`src/rtl/wdog_pkg.sv`:
```
package wdog_pkg;
  localparam int unsigned LOW_W    = 8;
  localparam int unsigned RLD_W    = 8;
  localparam int unsigned SEL_W    = 2;
  localparam int unsigned DIV_SLOW = 12;
  localparam int unsigned DIV_MID  = 4;
  localparam int unsigned DIV_W    = $clog2(DIV_SLOW);

  typedef struct packed {
    logic             en;
    logic             lock;
    logic [SEL_W-1:0] clksel;
    logic             idlesel;
  } wdog_cfg_t;

  function automatic logic [DIV_W-1:0] div_limit(input logic [SEL_W-1:0] sel);
    case (sel)
      2'd0:    div_limit = DIV_W'(DIV_SLOW - 1);
      2'd1:    div_limit = DIV_W'(DIV_MID - 1);
      default: div_limit = '0;
    endcase
  endfunction
endpackage

```
`src/rtl/wdog_prescale.sv`:
```
module wdog_prescale
  import wdog_pkg::*;
(
  input  logic             clk,
  input  logic             rst_n,
  input  logic [SEL_W-1:0] clksel,
  input  logic             idlesel,
  input  logic             idle,
  output logic             tick
);
  logic [DIV_W-1:0] cnt_q, cnt_d;
  logic [DIV_W-1:0] lim;
  logic             gate;

  assign lim  = div_limit(clksel);
  assign gate = idlesel & idle;
  assign tick = !gate && (cnt_q >= lim);

  always_comb begin
    cnt_d = cnt_q;
    if (!gate) begin
      if (cnt_q >= lim) cnt_d = '0;
      else              cnt_d = cnt_q + 1'b1;
    end
  end

  always_ff @(posedge clk or negedge rst_n) begin
    if (!rst_n) cnt_q <= '0;
    else        cnt_q <= cnt_d;
  end

  // Frozen prescaler while gated
  assert_gate_freeze_R10: assert property (@(posedge clk) disable iff (!rst_n)
    gate |=> $stable(cnt_q));
endmodule

```
`src/rtl/wdog_ctrl.sv`:
```
module wdog_ctrl
  import wdog_pkg::*;
(
  input  logic             clk,
  input  logic             rst_n,
  input  logic             we,
  input  wdog_cfg_t        wdata,
  output logic             run,
  output logic             lock,
  output logic [SEL_W-1:0] clksel,
  output logic             idlesel
);
  wdog_cfg_t cfg_q, cfg_d;

  assign run     = cfg_q.en | cfg_q.lock;
  assign lock    = cfg_q.lock;
  assign clksel  = cfg_q.clksel;
  assign idlesel = cfg_q.idlesel;

  always_comb begin
    cfg_d = cfg_q;
    if (we) begin
      cfg_d.en   = wdata.en;
      cfg_d.lock = cfg_q.lock | wdata.lock;
      if (!run) begin
        cfg_d.clksel  = wdata.clksel;
        cfg_d.idlesel = wdata.idlesel;
      end
    end
  end

  always_ff @(posedge clk or negedge rst_n) begin
    if (!rst_n) begin
      cfg_q.en      <= 1'b1;
      cfg_q.lock    <= 1'b0;
      cfg_q.clksel  <= '0;
      cfg_q.idlesel <= 1'b0;
    end else begin
      cfg_q <= cfg_d;
    end
  end

  assert_lock_sticky_R6: assert property (@(posedge clk) disable iff (!rst_n)
    cfg_q.lock |=> (cfg_q.lock && run));
  assert_sel_frozen_R7: assert property (@(posedge clk) disable iff (!rst_n)
    run |=> ($stable(cfg_q.clksel) && $stable(cfg_q.idlesel)));
endmodule

```
`src/rtl/wdog_core.sv`:
```
module wdog_core
  import wdog_pkg::*;
#(
  parameter int unsigned REM_W = LOW_W + RLD_W + 1
) (
  input  logic             clk,
  input  logic             rst_n,
  input  logic             tick,
  input  logic             run,
  input  logic             kick,
  input  logic             reload_we,
  input  logic [RLD_W-1:0] reload,
  output logic [LOW_W-1:0] low,
  output logic             req
);
  localparam logic [REM_W-1:0] PERIOD = REM_W'(1) << LOW_W;

  logic [LOW_W-1:0] low_q, low_d;
  logic [RLD_W-1:0] rld_q, rld_d;
  logic [REM_W-1:0] rem_q, rem_d, arm;
  logic             halt_q, halt_d;
  logic             req_q, req_d;
  logic             adv;

  assign low = low_q;
  assign req = req_q;
  assign adv = tick && !halt_q;
  assign arm = (REM_W'(rld_q) << LOW_W) + (PERIOD - REM_W'(low_q));

  always_comb begin
    low_d  = low_q;
    rld_d  = reload_we ? reload : rld_q;
    rem_d  = rem_q;
    halt_d = halt_q;
    req_d  = 1'b0;
    if (adv) low_d = low_q + 1'b1;
    if (kick) begin
      rem_d  = arm;
      halt_d = 1'b0;
    end else if (adv && run && (rem_q != '0)) begin
      rem_d = rem_q - 1'b1;
      if (rem_q == REM_W'(1)) begin
        halt_d = 1'b1;
        req_d  = 1'b1;
      end
    end
  end

  always_ff @(posedge clk or negedge rst_n) begin
    if (!rst_n) begin
      low_q  <= '0;
      rld_q  <= '0;
      rem_q  <= PERIOD;
      halt_q <= 1'b0;
      req_q  <= 1'b0;
    end else begin
      low_q  <= low_d;
      rld_q  <= rld_d;
      rem_q  <= rem_d;
      halt_q <= halt_d;
      req_q  <= req_d;
    end
  end

  assert_req_pulse_R9: assert property (@(posedge clk) disable iff (!rst_n)
    req_q |=> !req_q);
  assert_halt_hold_R9: assert property (@(posedge clk) disable iff (!rst_n)
    (halt_q && !kick) |=> $stable(low_q));
  assert_no_underflow_R3: assert property (@(posedge clk) disable iff (!rst_n)
    ((rem_q == '0) && !kick) |=> (rem_q == '0));
endmodule

```
`src/rtl/wdog_lock_top.sv`:
```
module wdog_lock_top
  import wdog_pkg::*;
#(
  parameter int unsigned SYNC_STAGES = 2
) (
  input  logic             clk_i,
  input  logic             rst_ni,
  input  logic             idle_i,
  input  logic             cfg_we_i,
  input  logic             cfg_en_i,
  input  logic             cfg_lock_i,
  input  logic [SEL_W-1:0] cfg_clksel_i,
  input  logic             cfg_idlesel_i,
  input  logic             reload_we_i,
  input  logic [RLD_W-1:0] reload_i,
  input  logic             kick_i,
  output logic             running_o,
  output logic             lock_o,
  output logic [SEL_W-1:0] clksel_o,
  output logic             idlesel_o,
  output logic [LOW_W-1:0] low_byte_o,
  output logic             reset_req_o
);
  logic [SYNC_STAGES-1:0] sync_q;
  logic                   rst_n;
  logic                   tick;
  wdog_cfg_t              wdata;

  always_ff @(posedge clk_i or negedge rst_ni) begin
    if (!rst_ni) sync_q <= '0;
    else         sync_q <= {sync_q[SYNC_STAGES-2:0], 1'b1};
  end
  assign rst_n = sync_q[SYNC_STAGES-1];

  assign wdata.en      = cfg_en_i;
  assign wdata.lock    = cfg_lock_i;
  assign wdata.clksel  = cfg_clksel_i;
  assign wdata.idlesel = cfg_idlesel_i;

  wdog_ctrl u_ctrl (
    .clk(clk_i), .rst_n(rst_n), .we(cfg_we_i), .wdata(wdata),
    .run(running_o), .lock(lock_o), .clksel(clksel_o), .idlesel(idlesel_o)
  );

  wdog_prescale u_pre (
    .clk(clk_i), .rst_n(rst_n), .clksel(clksel_o), .idlesel(idlesel_o),
    .idle(idle_i), .tick(tick)
  );

  wdog_core u_core (
    .clk(clk_i), .rst_n(rst_n), .tick(tick), .run(running_o), .kick(kick_i),
    .reload_we(reload_we_i), .reload(reload_i), .low(low_byte_o), .req(reset_req_o)
  );

  assert_req_only_running_R5: assert property (@(posedge clk_i) disable iff (!rst_n)
    (reset_req_o && !$past(kick_i)) |-> $past(running_o));
endmodule

```
`config.mk`:
```
export PLATFORM = sky130hd
export DESIGN_NAME = wdog_lock_top
export DESIGN_NICKNAME = d
export VERILOG_FILES = /design/src/rtl/wdog_pkg.sv /design/src/rtl/wdog_prescale.sv /design/src/rtl/wdog_ctrl.sv /design/src/rtl/wdog_core.sv /design/src/rtl/wdog_lock_top.sv
export SDC_FILE = /design/constraint.sdc
export NUM_CORES = 1
export LEC_CHECK = 0
export CORE_UTILIZATION = 45
export CTS_BUF_LIST = sky130_fd_sc_hd__clkbuf_2
export DETAILED_ROUTE_END_ITERATION = 8
export PLACE_DENSITY = 0.74
export SYNTH_ARGS = -nofsm -noshare
export SYNTH_HDL_FRONTEND = slang
export SYNTH_SLANG_ARGS = --single-unit
```
`constraint.sdc`:
```
create_clock -name clk_i -period 1.5 [get_ports clk_i]
set_clock_uncertainty 0.15 [all_clocks]
set_input_delay 0.3 -clock clk_i [delete_from_list [all_inputs] [get_ports clk_i]]
set_output_delay 0.3 -clock clk_i [all_outputs]
set_load 0.01 [all_outputs]
```
### Word level (Yosys, flattened, before mapping)

Index checks and enable logic that the tools add are counted.

* register bits after elaboration: 46

* eq/ne operators: 2
* muxes and demuxes: 10
* reduce and logical (&&, ||, !) cells: 12
* add/sub/neg operators: 5
* bitwise gates (word level): 4
* order comparisons: 1

Operator list (count)
* 17-bit two-way mux: 2
* 16-bit by 17-bit adder with 17-bit output: 1
* 17-bit by 1-bit == test with 1-bit output, second input constant: 1
* 17-bit nonzero test: 1
* 17-bit by 1-bit subtractor with 17-bit output, second input constant: 1
* 9-bit by 8-bit subtractor with 10-bit output, first input constant: 1
* 8-bit by 1-bit adder with 8-bit output, second input constant: 1
* 4-bit one-hot mux with 2 select lines: 1
* 1-bit two-way mux: 6
* 4-bit by 1-bit adder with 4-bit output, second input constant: 1
* 4-bit greater-or-equal comparator: 1
* 1-bit logical AND: 4
* 4-bit two-way mux: 1
* 2-bit AND reduction: 2
* 2-bit nonzero test: 2
* 2-bit by 1-bit == test with 1-bit output, second input constant: 1
* 1-bit logical NOT: 2
* 2-bit logical NOT: 1
* 1-bit OR: 2
* 1-bit bitwise AND: 1
* 1-bit NOT: 1

### Depth between registers and ports, before layout

Gate-level depths: netlist of the first run.

* word-level depth: 9
* depth in mapped cells: 11

### Hierarchy

From an unflattened synthesis of the first run, not the netlist that was laid out.

* cell total of the unflattened synthesis: 271
* area, all modules: 2742.6 µm²

Modules (own cells, without submodules)
* wdog_core: cells each 223, area an instance 2178.3 µm², times used 1
* wdog_prescale: cells each 31, area an instance 290.3 µm², times used 1
* wdog_ctrl: cells each 14, area an instance 220.2 µm², times used 1
* wdog_lock_top: cells each 3, area an instance 53.8 µm², times used 1

### Least setup slack after synthesis of the first run

Ideal clock, no wire load.

* kind: register to register
* start point: register u_core.rem_q[0]
* end point: register u_core.rem_q[8]
* buffers on the path: 0
* clock period less this slack: 2356 ps
* required time: 1273 ps
* setup time: 77 ps
* stages on the path, launching flop included: 7
* slack: -856 ps
* arrival: 2129 ps
* path through: dfrtp_1 > inv_1 > ha_1 > or4b_4 > or4_1 > or4_1 > a31oi_1

* word-level cells in the longest chain between the ends: 3

RTL lines
* from (decl): RTL line wdog_core.sv:20 `logic [REM_W-1:0] rem_q, rem_d, arm;`
* from (signal assigned): RTL line wdog_core.sv:59 `rem_q <= rem_d;`
* 17-bit by 1-bit subtractor with 17-bit output / 17-bit nonzero test (equally long branches): RTL line wdog_core.sv:41, wdog_core.sv:40
* 17-bit two-way mux / 1-bit logical AND (equally long branches): RTL line wdog_core.sv:40 `end else if (adv && run && (rem_q != '0)) begin`
* 17-bit two-way mux / 2-bit nonzero test (equally long branches)

Several ways; a longest one is shown, not always the timed one. The select of a mux whose other input is x is not followed.
A chain may end at the register's enable or synchronous reset.

### Final worst setup path of the first run

* start point: register, netlist name u_ctrl.clksel[1]
* end point: register u_core.rem_q[3]

* word-level cells in the longest chain between the ends: 8

RTL lines
* 2-bit by 1-bit == test with 1-bit output / 2-bit logical NOT (equally long branches): RTL line wdog_pkg.sv:17 `case (sel)`
* 4-bit one-hot mux with 2 select lines *: RTL line wdog_pkg.sv:17
* 4-bit greater-or-equal comparator *: RTL line wdog_prescale.sv:17 `assign tick = !gate && (cnt_q >= lim);`
* 1-bit logical AND *: RTL line wdog_prescale.sv:17
* 1-bit logical AND *: RTL line wdog_core.sv:27 `assign adv = tick && !halt_q;`
* 1-bit logical AND * (2 in series): RTL line wdog_core.sv:40
* 2-bit nonzero test (no line) *

Mark *: on every way between the ends. The rest lies on a longest branch, timed or not.

==> results.md, run 1 <==
- Syn avg cell area: around 9.7 sq um
- Crit path from: u_ctrl.clksel[1]$_DFFE_PN0P_
- DP Area: 3940 sq um
- Lkg Pwr: a little over 2 nW
- Area leader, netlist: dfrtp_1
- Mapped Cells: around 280
- Status: complete, but fails checks
- Remaining global-route overflow: 0
- Final Cell Area: 4770 sq um
- Endpoint type of the worst setup path: flip-flop
- Final wirelength: 12400 microns
- Synthesized area: 2770 sq um
- R2R Setup Slk: -1040 ps
- Setup Slack @ Placement: -833 ps
- Most common cell after layout, fill and taps aside: buf_4
- CTS root buffer: clkbuf_2
- Synth top area cells: dfrtp_1, ha_1, mux2_2
- Most frequent cells in the layout: buf_4, buf_6, dfrtp_1
- R2R depth: 8
- CTS H-Tree Depth: 2
- CP endpoint: u_core.rem_q[3]$_DFFE_PN0P_
- Die Y: around 80 microns
- First-pass GRT wire length: 15700 microns
- Final setup vio count: 46
- Seq/Total Area, Yosys: 0.417
- Total track usage: 0.331
- RSZ-0062 raised after global routing: true
- Met3 Usage GRT: 0.0636
- Share of the synthesized area in the top cell type: 0.398
- DR vias: 3359
- Global Route met2 Usage: 0.558
- Max-cap violation count: 0
- Netlist cell types: between 50 and 60
- WHS: -17.7 ps
- Final net count: 459
- Worst R2R End: u_core.rem_q[3]$_DFFE_PN0P_
- DR DRC count: 0
- Setup WS post-layout: -1040 ps
- Clk_lat worst skew: between 400 and 500 ps
- Crit path launch type: flip-flop
- Row cnt: 28
- Gr busiest metal: met2
- Slew Viols, Final: 0
- Number of top-level pins: 33
- CP Data Arrival Time: roughly 2800 ps
- Minimum clock period: 2540 ps
- Async set-reset flop share out of synthesis: 1.00
- GRT met1 Usage: 0.396
- Drt first pass iters: 5
- Final worst path period share: 1.69
- Core area: 5920 sq um
- Hpwl dp: 5630 microns
- Critical path required time: 1730 ps
- Wire per inst: 24.6 microns
- Largest net degree at the start of global routing: 23
- Peak VDD IR: 1390 uV
- Tot Pwr: 0.00855 W
- Antenna Diode Count: 0
- Violated checks: hold timing, setup timing
- Gpl congestion: 0.958
- Prevailing post-synth register cell: dfrtp_1
- Clock sink count: 46
- Worst Path Max Fanout: 5
- Fill cells: 305
- Count of buffers from port buffering: 32
- Final ANT Viol Nets: 0
- DR iter-0 viols: 436
- Initial Utilization: 0.467
- Die Width: slightly above 80 microns
- Die Footprint: between 6000 and 7000 sq um
- Syn nets: 314
- Finished Core Util: 0.806
- F_max: 394 MHz
- Synth Warn #: 0
- Vias in the first global route: 3057
- Total CTS buffers: 5
- Area Overhead vs Synth: 72.4%
- Longest Clk Path Bufs: 2
- Endpoints failing hold: 3
- Yosys reg bits: 46
- Worst Hold Class: flip-flop to async pin
- Slew @ Worst Pin: approximately 590 ps
- Reg2Reg Launch Point: u_ctrl.clksel[1]$_DFFE_PN0P_
- Share of layout cells above drive strength 1: 0.551
- Initial antenna violation count: 0
- CTS clock-pin slew for the worst setup and hold paths: 280 ps
- Via-to-Cell Ratio: between 6 and 7
- Critical path class: flip-flop to flip-flop
- Relative slew margins: 0.603
- CTS tree: done
- Power Density: ~1800 nW/um^2
- Post-synth EDFFs: 0
-- flip-flops by register name, indices dropped and copies added, names as in the netlist --
| name | flops |
|---|---|
| u_core.rem_q | 17 |
| u_core.low | 8 |
| u_core.rld_q | 8 |
| u_pre.cnt_q | 4 |
| sync_q | 2 |
| u_ctrl.clksel | 2 |
| u_core.halt_q | 1 |
| u_core.req | 1 |
| u_ctrl.cfg_q | 1 |
| u_ctrl.idlesel | 1 |
| u_ctrl.lock | 1 |
-- cell usage after synthesis, drive strengths merged, types with 3 or more instances --
| cell | n |
|---|---|
| nor2 | 20 |
| dfrtp | 44 |
| inv | 11 |
| ha | 11 |
| and3 | 4 |
| xnor2 | 9 |
| nand4 | 13 |
| nor2b | 3 |
| clkbuf | 8 |
| buf | 7 |
| o31a | 4 |
| xor2 | 7 |
| o21ai | 12 |
| mux2 | 12 |
| o31ai | 6 |
| and4 | 3 |
| or4 | 9 |
| nor3 | 10 |
| nand2b | 4 |
| a31oi | 7 |
| nand2 | 11 |
| a22oi | 3 |
| or3 | 8 |
| nor4 | 4 |
| o211ai | 5 |
| nand3 | 19 |
| a21oi | 5 |
-- power breakdown --
group | internal, W | switching [W]
logic | 0.00303 | 0.00286
registers | 0.00156 | 0.000338
clock network | 0.000296 | 0.000457
total | 0.00489 | 0.00366
-- cell type report --
| class | count | area, sq um | share of cell area |
|---|---|---|---|
| multi-input cells | 211 | 1970 | 0.414 |
| repair buffers | 153 | 1430 | 0.300 |
| flip-flops and latches | 46 | 1160 | 0.243 |
| well taps | 75 | 93.8 | 0.0197 |
| inverters | 12 | 47.5 | 0.00997 |
| clock buffers | 7 | 35.0 | 0.00735 |
| clock inverters | 1 | 30.0 | 0.00630 |
-- per-stage QoR --
step	cells	TNS, ps
6_report	505	-26580
5_1_grt	505	-28650
4_1_cts	501	-22210
3_5_place_dp	465	-20160
3_3_place_gp	465	-19160
2_1_floorplan	284	-13980
-- logic make-up (layout without fill, tap and decap cells) --
| group | after synthesis | count (layout) | synth area share |
|---|---|---|---|
| other | 1 | 1 | 0.00136 |
| adder cells (fa/ha/maj) | 11 | 11 | 0.0498 |
| AO/OA/AOI/OAI | 54 | 54 | 0.135 |
| multiplexers | 12 | 12 | 0.0488 |
| XOR/XNOR | 16 | 16 | 0.0507 |
| AND/OR/NAND/NOR | 117 | 117 | 0.249 |
| flip-flops | 46 | 46 | 0.417 |
| buffers and inverters | 27 | 173 | 0.0484 |
-- metal layers --
layer | share of wire | wire length (microns)
met4 | 0.074 | 926
met2 | 0.48 | 6010
met1 | 0.35 | 4400
met5 | 0 | 0
met3 | 0.088 | 1090
-- worst min-delay path by stage --
| stage | from | depth (start not counted) | to | slack [ps] |
|---|---|---|---|---|
| 6_report | sync_q[1]$_DFF_PN0_ | 0 | u_core.low[5]$_DFFE_PN0P_ | -20 |
| 2_1_floorplan | rst_ni | 0 | sync_q[0]$_DFF_PN0_ | -150 |
| 3_5_place_dp | sync_q[1]$_DFF_PN0_ | 0 | u_core.low[6]$_DFFE_PN0P_ | 30 |
| 5_1_grt | sync_q[1]$_DFF_PN0_ | 0 | u_core.low[5]$_DFFE_PN0P_ | 40 |
| 3_3_place_gp | sync_q[1]$_DFF_PN0_ | 0 | u_core.low[7]$_DFFE_PN0P_ | 30 |
| 4_1_cts | sync_q[1]$_DFF_PN0_ | 0 | u_core.low[5]$_DFFE_PN0P_ | 40 |
-- worst max-delay path, cell delays in order, from the launching register on --
cell and delay [ps]:
dfrtp_1 510, inv_1 70, ha_1 280, nand2b_4 140, a2111o_1 260, buf_6 160
nand3_4 120, or4_4 450, a31oi_1 310
-- what timing repair did --
| item | CTS | global route |
|---|---|---|
| gates resized for setup | 132 | 54 |
| setup endpoints to repair | 48 | 48 |
| setup buffers | 32 | 19 |
| hold buffers | 1 | 0 |
| gates cloned | 1 | 0 |
| hold endpoints to repair | 2 | 0 |
| pin swaps | 35 | 35 |
Note: power is estimated with default switching activity, not from simulation.
==> run 2, diff against run 1 <==
- SETUP_SLACK_MARGIN: default -> 0.05
==> run 2 against run 1 <==
  * The run still ends with hold timing, setup timing left
  * Register-to-register slack got worse by 40 ps
  * Via count decreased by 2.1%
  * Sequential power decreased by 2%
  * Highest routed layer unchanged
==> results.md, run 2 (same netlist as run 1, synthesis figures left out) <==
- Count of buffers from port buffering: 32 (unchanged)
- Area Overhead vs Synth: 74.4% (was 72.4%)
- Most common cell after layout, fill and taps aside: buf_4 (unchanged)
- Final setup vio count: 44 (was 46)
- Total CTS buffers: 5 (unchanged)
- Minimum clock period: 2580 ps (was 2540 ps)
- Row cnt: 28 (unchanged)
- Critical path class: flip-flop to flip-flop (unchanged)
- Violated checks: hold timing, setup timing (unchanged)
- Die Y: 80.4 microns (unchanged)
- Initial Utilization: 0.467 (unchanged)
- Setup WS post-layout: -1080 ps (was -1040 ps)
- Worst Path Max Fanout: 5 (unchanged)
- Slowest CP cell: dfrtp_1 (unchanged)
- Final wirelength: 11900 microns (was 12400 microns)
- Final ANT Viol Nets: 0 (unchanged)
- Remaining global-route overflow: 0 (unchanged)
- CP Data Arrival Time: 2760 ps (was 2770 ps)
- RSZ-0062 raised after global routing: true (unchanged)
- Crit path launch type: flip-flop (unchanged)
- Hpwl dp: 5630 microns (unchanged)
- Die Width: 80.4 microns (unchanged)
- Lkg Pwr: 2.08 nW (was 2.05 nW)
- Number of top-level pins: 33 (unchanged)
- Finished Core Util: 0.815 (was 0.806)
- DR iter-0 viols: 361 (was 436)
- Clock sink count: 46 (unchanged)
- Via-to-Cell Ratio: 6.42 (was 6.65)
- F_max: 388 MHz (was 394 MHz)
- Wire per inst: 23.3 microns (was 24.6 microns)
- CTS root buffer: clkbuf_2 (unchanged)
- Endpoints failing hold: 3 (unchanged)
- CP dominant cell by count: buf_4
- Power Density: 1700 nW/um^2 (was 1790 nW/um^2)
- Max reg flops: 17 (unchanged)
- Vias in the first global route: 3116 (was 3057)
- Most frequent cells in the layout: buf_4, buf_6, dfrtp_1 (unchanged)
- Final net count: 466 (was 459)
- Reg with most FFs: u_core.rem_q (unchanged)
- CTS tree: done (unchanged)
- Largest net degree at the start of global routing: 23 (unchanged)
- Initial antenna violation count: 0 (unchanged)
- Antenna Diode Count: 0 (unchanged)
- Gpl congestion: 0.958 (unchanged)
- Critical Path Max Stage Delay: 490 ps (was 510 ps)
- Longest Clk Path Bufs: 2 (unchanged)
- Status: complete, but fails checks (unchanged)
- Share of layout cells above drive strength 1: 0.556 (was 0.551)
- Critical path required time: 1680 ps (was 1730 ps)
- CTS H-Tree Depth: 2 (unchanged)
- Final worst path period share: 1.72 (was 1.69)
- Worst Hold Class: flip-flop to async pin (unchanged)
- Max-cap violation count: 0 (unchanged)
- WHS: -10.7 ps (was -17.7 ps)
- DR vias: 3289 (was 3359)
- Core area: 5920 sq um (unchanged)
- Crit-path cells: inv_1 > ha_1 > nand2b_4 > a2111o_1 > buf_6 > nand3_4 > buf_4 > buf_4 > o31ai_1 > nand3_1 (was inv_1 > ha_1 > nand2b_4 > a2111o_1 > buf_6 > nand3_4 > or4_4 > a31oi_1)
- DR DRC count: 0 (unchanged)
- Peak VDD IR: 1440 uV (was 1390 uV)
- Die Footprint: 6460 sq um (unchanged)
- Endpoint type of the worst setup path: flip-flop (unchanged)
- Clk_lat worst skew: 460 ps (about the same)
- Slew Viols, Final: 0 (unchanged)
- Total track usage: 0.330 (was 0.331)
- Post-route setup TNS: -27630 ps (was -26580 ps)
- Tot Pwr: 0.00819 W (was 0.00855 W)
- Drt first pass iters: 6 (was 5)
- CTS clock-pin slew for the worst setup and hold paths: 260 ps (was 280 ps)
- Fill cells: 300 (was 305)
- First-pass GRT wire length: 16000 microns (was 15700 microns)
[run 2: changes by cell type in the layout (fill, tap and decap cells not counted), moves of 2 or more]
cell and delta:
a31oi_4 +2, o21ai_1 +2, buf_4 +8, nor3_4 -3
a31oi_2 -2, nor3_2 +2, o21ai_4 -2
[run 2: final cells by class]
cell class,count,area [sq um],share of cell area
Multi-Input combinational cell,211,1950,0.404
Timing Repair Buffer,160,1510,0.312
Sequential cell,46,1160,0.240
Clock buffer,7,35.0,0.00726
Clock inverter,1,30.0,0.00623
Tap cell,75,93.8,0.0195
Inverter,12,50.0,0.0104
[run 2: through the flow]
stage	setup WS [ps]	area, sq um	std cells	hold WS, ps
3_5_place_dp	-833	3940	465	34.2
2_1_floorplan	-779	2950	284	-146
4_1_cts	-825	4540	501	37.1
5_1_grt	-1150	4820	512	43.8
6_report	-1080	4820	512	-10.7
3_3_place_gp	-794	3940	465	25.0
[run 2: report_power, final]
group / switching, W / internal (W) / total [W] / leakage, nW
clock: 0.000434 / 0.000296 / 0.000730 / 0.0432
sequential: 0.000303 / 0.00156 / 0.00186 / 0.543
combinational: 0.00266 / 0.00293 / 0.00559 / 1.49
[run 2: worst max-delay path, delay by kind of cell (launching register included)]
kind	cells	cell delay, ps
buffers and inverters	4	500
adder cells (fa/ha/maj)	1	320
AO/OA/AOI/OAI	2	600
AND/OR/NAND/NOR	3	400
flip-flops	1	490
[run 2: routing by layer]
layer,global-route usage,vias to the layer above,wire (microns)
li1,-,1369,-
met1,0.402,1619,4730
met2,0.565,212,5660
met3,0.0625,89,794
met4,0.141,0,732
met5,0,-,0
[run 2: timing repair]
item,in CTS,in global routing
gates cloned,1,1
setup buffers,32,23
setup endpoints to repair,48,48
hold buffers,1,0
resized for setup,134,45
endpoints found under the hold margin,2,0
pin swaps,34,28
[run 2: final timing paths]
check | endpoint | cells after the start | from | slack (ps)
setup reg to reg | u_core.rem_q[9]$_DFFE_PN0P_ | 10 | u_ctrl.clksel[1]$_DFFE_PN0P_ | -1080
hold reg to reg | u_core.low[5]$_DFFE_PN0P_ | 0 | sync_q[1]$_DFF_PN0_ | -10
setup / recovery | u_core.rem_q[9]$_DFFE_PN0P_ | 10 | u_ctrl.clksel[1]$_DFFE_PN0P_ | -1080
hold / removal | u_core.low[5]$_DFFE_PN0P_ | 0 | sync_q[1]$_DFF_PN0_ | -10
min in group clk_i | sync_q[1]$_DFF_PN0_ | 0 | sync_q[0]$_DFF_PN0_ | 240
max in group asynchronous | u_ctrl.cfg_q[4]$_DFFE_PN1P_ | 1 | sync_q[1]$_DFF_PN0_ | 660
==> run 3, diff against run 2 <==
- CORE_MARGIN: default -> 2
==> run 3 against run 2 <==
  * The flow finishes with violations (setup timing)
  * First-iteration DRC count increased by 21%
  * Register-to-register slack gained 30 ps
  * Sequential power rose by 3%
  * Critical path type unchanged
  * Design area grew 2.3%
  * Count of clock-buffer cells in the layout shrank 1
  * Non-clock buffer count decreased by 2
  * Largest cell class unchanged
  * Largest power group unchanged
  * Fmax up 1.2%
  * Hold slack improved by 81 ps
==> results.md, run 3 (same netlist as run 1, synthesis figures left out) <==
- Status: complete, but fails checks (unchanged)
- Violated checks: setup timing (was hold timing, setup timing)
- Worst Hold Class: flip-flop to async pin (unchanged)
- Sw Pwr: 0.00379 W (was 0.00340 W)
- DR vias: 3521 (was 3289)
- Critical path class: flip-flop to flip-flop (unchanged)
- Final Cell Area: 4930 sq um (was 4820 sq um)
- R2R Setup Slk: -1050 ps (was -1080 ps)
- Clock sink count: 46 (unchanged)
- Largest net degree at the start of global routing: 27 (was 23)
- Remaining global-route overflow: 0 (unchanged)
- Post-route setup TNS: -26490 ps (was -27630 ps)
- CTS clock-pin slew for the worst setup and hold paths: 270 ps (was 260 ps)
- Reg2Reg Launch Point: u_core.rem_q[1]$_DFFE_PN0P_ (was u_ctrl.clksel[1]$_DFFE_PN0P_)
- Final net count: 464 (was 466)
- Most frequent cells in the layout: buf_4, buf_6, dfrtp_1 (unchanged)
- DP Area: 3940 sq um (about the same)
- Total CTS buffers: 5 (unchanged)
- Endpoints failing hold: 0 (was 3)
- CTS root buffer: clkbuf_2 (unchanged)
- Number of top-level pins: 33 (unchanged)
- Critical path required time: 1760 ps (was 1680 ps)
- CP Data Arrival Time: 2800 ps (was 2760 ps)
- Hpwl dp: 5790 microns (was 5630 microns)
- Area Overhead vs Synth: 78.4% (was 74.4%)
- CTS tree: done (unchanged)
- R2R depth: 8 (was 10)
- Final worst path period share: 1.70 (was 1.72)
- Wire per inst: 26.5 microns (was 23.3 microns)
- Crit path launch type: flip-flop (unchanged)
- Slew Viols, Final: 0 (unchanged)
- First-pass GRT wire length: 18200 microns (was 16000 microns)
- Drt first pass iters: 6 (unchanged)
- Initial Utilization: 0.467 (unchanged)
- Die Footprint: 6790 sq um (was 6460 sq um)
- Minimum clock period: 2550 ps (was 2580 ps)
- Clk_lat worst skew: 480 ps (was 460 ps)
- Lkg Pwr: 2.12 nW (was 2.08 nW)
- Crit path from: u_core.rem_q[1]$_DFFE_PN0P_ (was u_ctrl.clksel[1]$_DFFE_PN0P_)
- Max reg flops: 17 (unchanged)
- Row cnt: 28 (unchanged)
- Gpl congestion: 0.868 (was 0.958)
- Part of the power in registers: 0.223 (was 0.228)
- Final ANT Viol Nets: 0 (unchanged)
- CP endpoint: u_core.rem_q[10]$_DFFE_PN0P_ (was u_core.rem_q[9]$_DFFE_PN0P_)
- Endpoint type of the worst setup path: flip-flop (unchanged)
- Max-cap violation count: 0 (unchanged)
- Vias in the first global route: 3311 (was 3116)
- Total track usage: 0.368 (was 0.330)
- Final setup vio count: 44 (unchanged)
- Peak VDD IR: 1400 uV (was 1440 uV)
- Power Density: 1730 nW/um^2 (was 1700 nW/um^2)
- Relative slew margins: 0.655
- Final wirelength: 13500 microns (was 11900 microns)
- Reg with most FFs: u_core.rem_q (unchanged)
- Longest Clk Path Bufs: 2 (unchanged)
- Most common cell after layout, fill and taps aside: buf_4 (unchanged)
- Clock power share: 0.068 (was 0.089)
- DR DRC count: 0 (unchanged)
- Setup WS post-layout: -1050 ps (was -1080 ps)
- DR iter-0 viols: 436 (was 361)
- RSZ-0062 raised after global routing: true (unchanged)
- Combinational Power Share: 0.708 (was 0.683)
- Share of layout cells above drive strength 1: 0.561 (was 0.556)
- Die Y: 82.4 microns (was 80.4 microns)
- Via-to-Cell Ratio: 6.89 (was 6.42)
- Cell internal pwr: 0.00474 W (was 0.00479 W)
- F_max: 393 MHz (was 388 MHz)
- Initial antenna violation count: 1 (was 0)
- Worst Path Max Fanout: 2 (was 5)
- Switching share of power: 0.444 (was 0.415)
- Worst R2R End: u_core.rem_q[10]$_DFFE_PN0P_ (was u_core.rem_q[9]$_DFFE_PN0P_)
- Fill cells: 251 (was 300)
- CTS H-Tree Depth: 2 (unchanged)
- Slew @ Worst Pin: a little over 500 ps
- Count of buffers from port buffering: 32 (unchanged)
- Die Width: 82.4 microns (was 80.4 microns)
- Setup Slack @ Placement: -839 ps (was -833 ps)
- Core area: 5920 sq um (unchanged)
run 3: cell types whose count changed in the layout (fill, tap and decap cells not counted), moves of 3 or more:
cell / delta
buf_4: -14
buf_6: +11
buf_12: +3
nand2_2: -3
nor3_2: -3
nor3_4: +3
o21ai_1: -3
run 3: power groups by stage:
| stage | Clock, W | Combinational (W) | Sequential, W |
|---|---|---|---|
| after CTS | 0.000555 | 0.00475 | 0.00182 |
| after global placement | 0 | 0.00361 | 0.00180 |
| after floorplan | 0 | 0.00181 | 0.00196 |
| final | 0.000583 | 0.00604 | 0.00191 |
| after global routing | 0.000616 | 0.00625 | 0.00191 |
| after detailed placement | 0 | 0.00372 | 0.00181 |
run 3: critical path, stage by stage, from the launching register on:
cell and delay [ps]:
dfrtp_1 470, inv_2 110, ha_4 150, or4b_4 500
buf_6 150, and4b_1 290, nand3_2 100, or3_4 360
a31oi_4 190
run 3: how the worst min path moves through the flow:
stage                        startpoint                           to  slack [ps]  cells after the start
floorplan                        rst_ni          sync_q[0]$_DFF_PN0_        -150                      0
global placement    sync_q[1]$_DFF_PN0_  u_core.rem_q[5]$_DFFE_PN0P_          80                      1
detailed placement  sync_q[1]$_DFF_PN0_  u_core.rem_q[5]$_DFFE_PN0P_          90                      1
CTS                 sync_q[1]$_DFF_PN0_  u_core.rem_q[5]$_DFFE_PN0P_         100                      1
global route        sync_q[1]$_DFF_PN0_  u_core.rem_q[6]$_DFFE_PN0P_         110                      1
finish              sync_q[1]$_DFF_PN0_   u_ctrl.idlesel$_DFFE_PN0P_          70                      1
run 3: metal layers:
metal | vias to the layer above | track usage | share of wire
met5 | - | 0 | 0
met4 | 0 | 0.192 | 0.080
met3 | 128 | 0.0457 | 0.10
met2 | 365 | 0.629 | 0.47
met1 | 1659 | 0.453 | 0.35
li1 | 1369 | - | -
run 3: area by class of cell:
| type | instances | area [sq um] | share of cell area |
|---|---|---|---|
| inverter | 12 | 50.0 | 0.0101 |
| clock inverter | 2 | 10.0 | 0.00203 |
| clock buffer | 6 | 30.0 | 0.00609 |
| timing repair buffer | 158 | 1520 | 0.309 |
| tap | 75 | 93.8 | 0.0190 |
| sequential | 46 | 1160 | 0.235 |
| antenna | 1 | 2.50 | 0.000507 |
| multi-input combinational | 211 | 2070 | 0.419 |
run 3: repair_timing:
action | CTS | global route
cloned | 2 | 0
hold buffers | 1 | 0
setup endpoints to repair | 48 | 48
pin swaps | 42 | 38
resized for setup | 149 | 55
hold endpoints to repair | 2 | 0
buffers inserted | 31 | 21
run 3: through the flow:
| stage | total power (W) | std cells | utilization | hold WS, ps |
|---|---|---|---|---|
| 6_report | 0.00853 | 511 | 0.833 | 70.1 |
| 5_1_grt | 0.00878 | 511 | 0.833 | 109 |
| 4_1_cts | 0.00712 | 501 | 0.783 | 103 |
| 3_5_place_dp | 0.00554 | 463 | 0.665 | 86.7 |
| 3_3_place_gp | 0.00541 | 463 | 0.665 | 77.6 |
| 2_1_floorplan | 0.00377 | 284 | - | -146 |
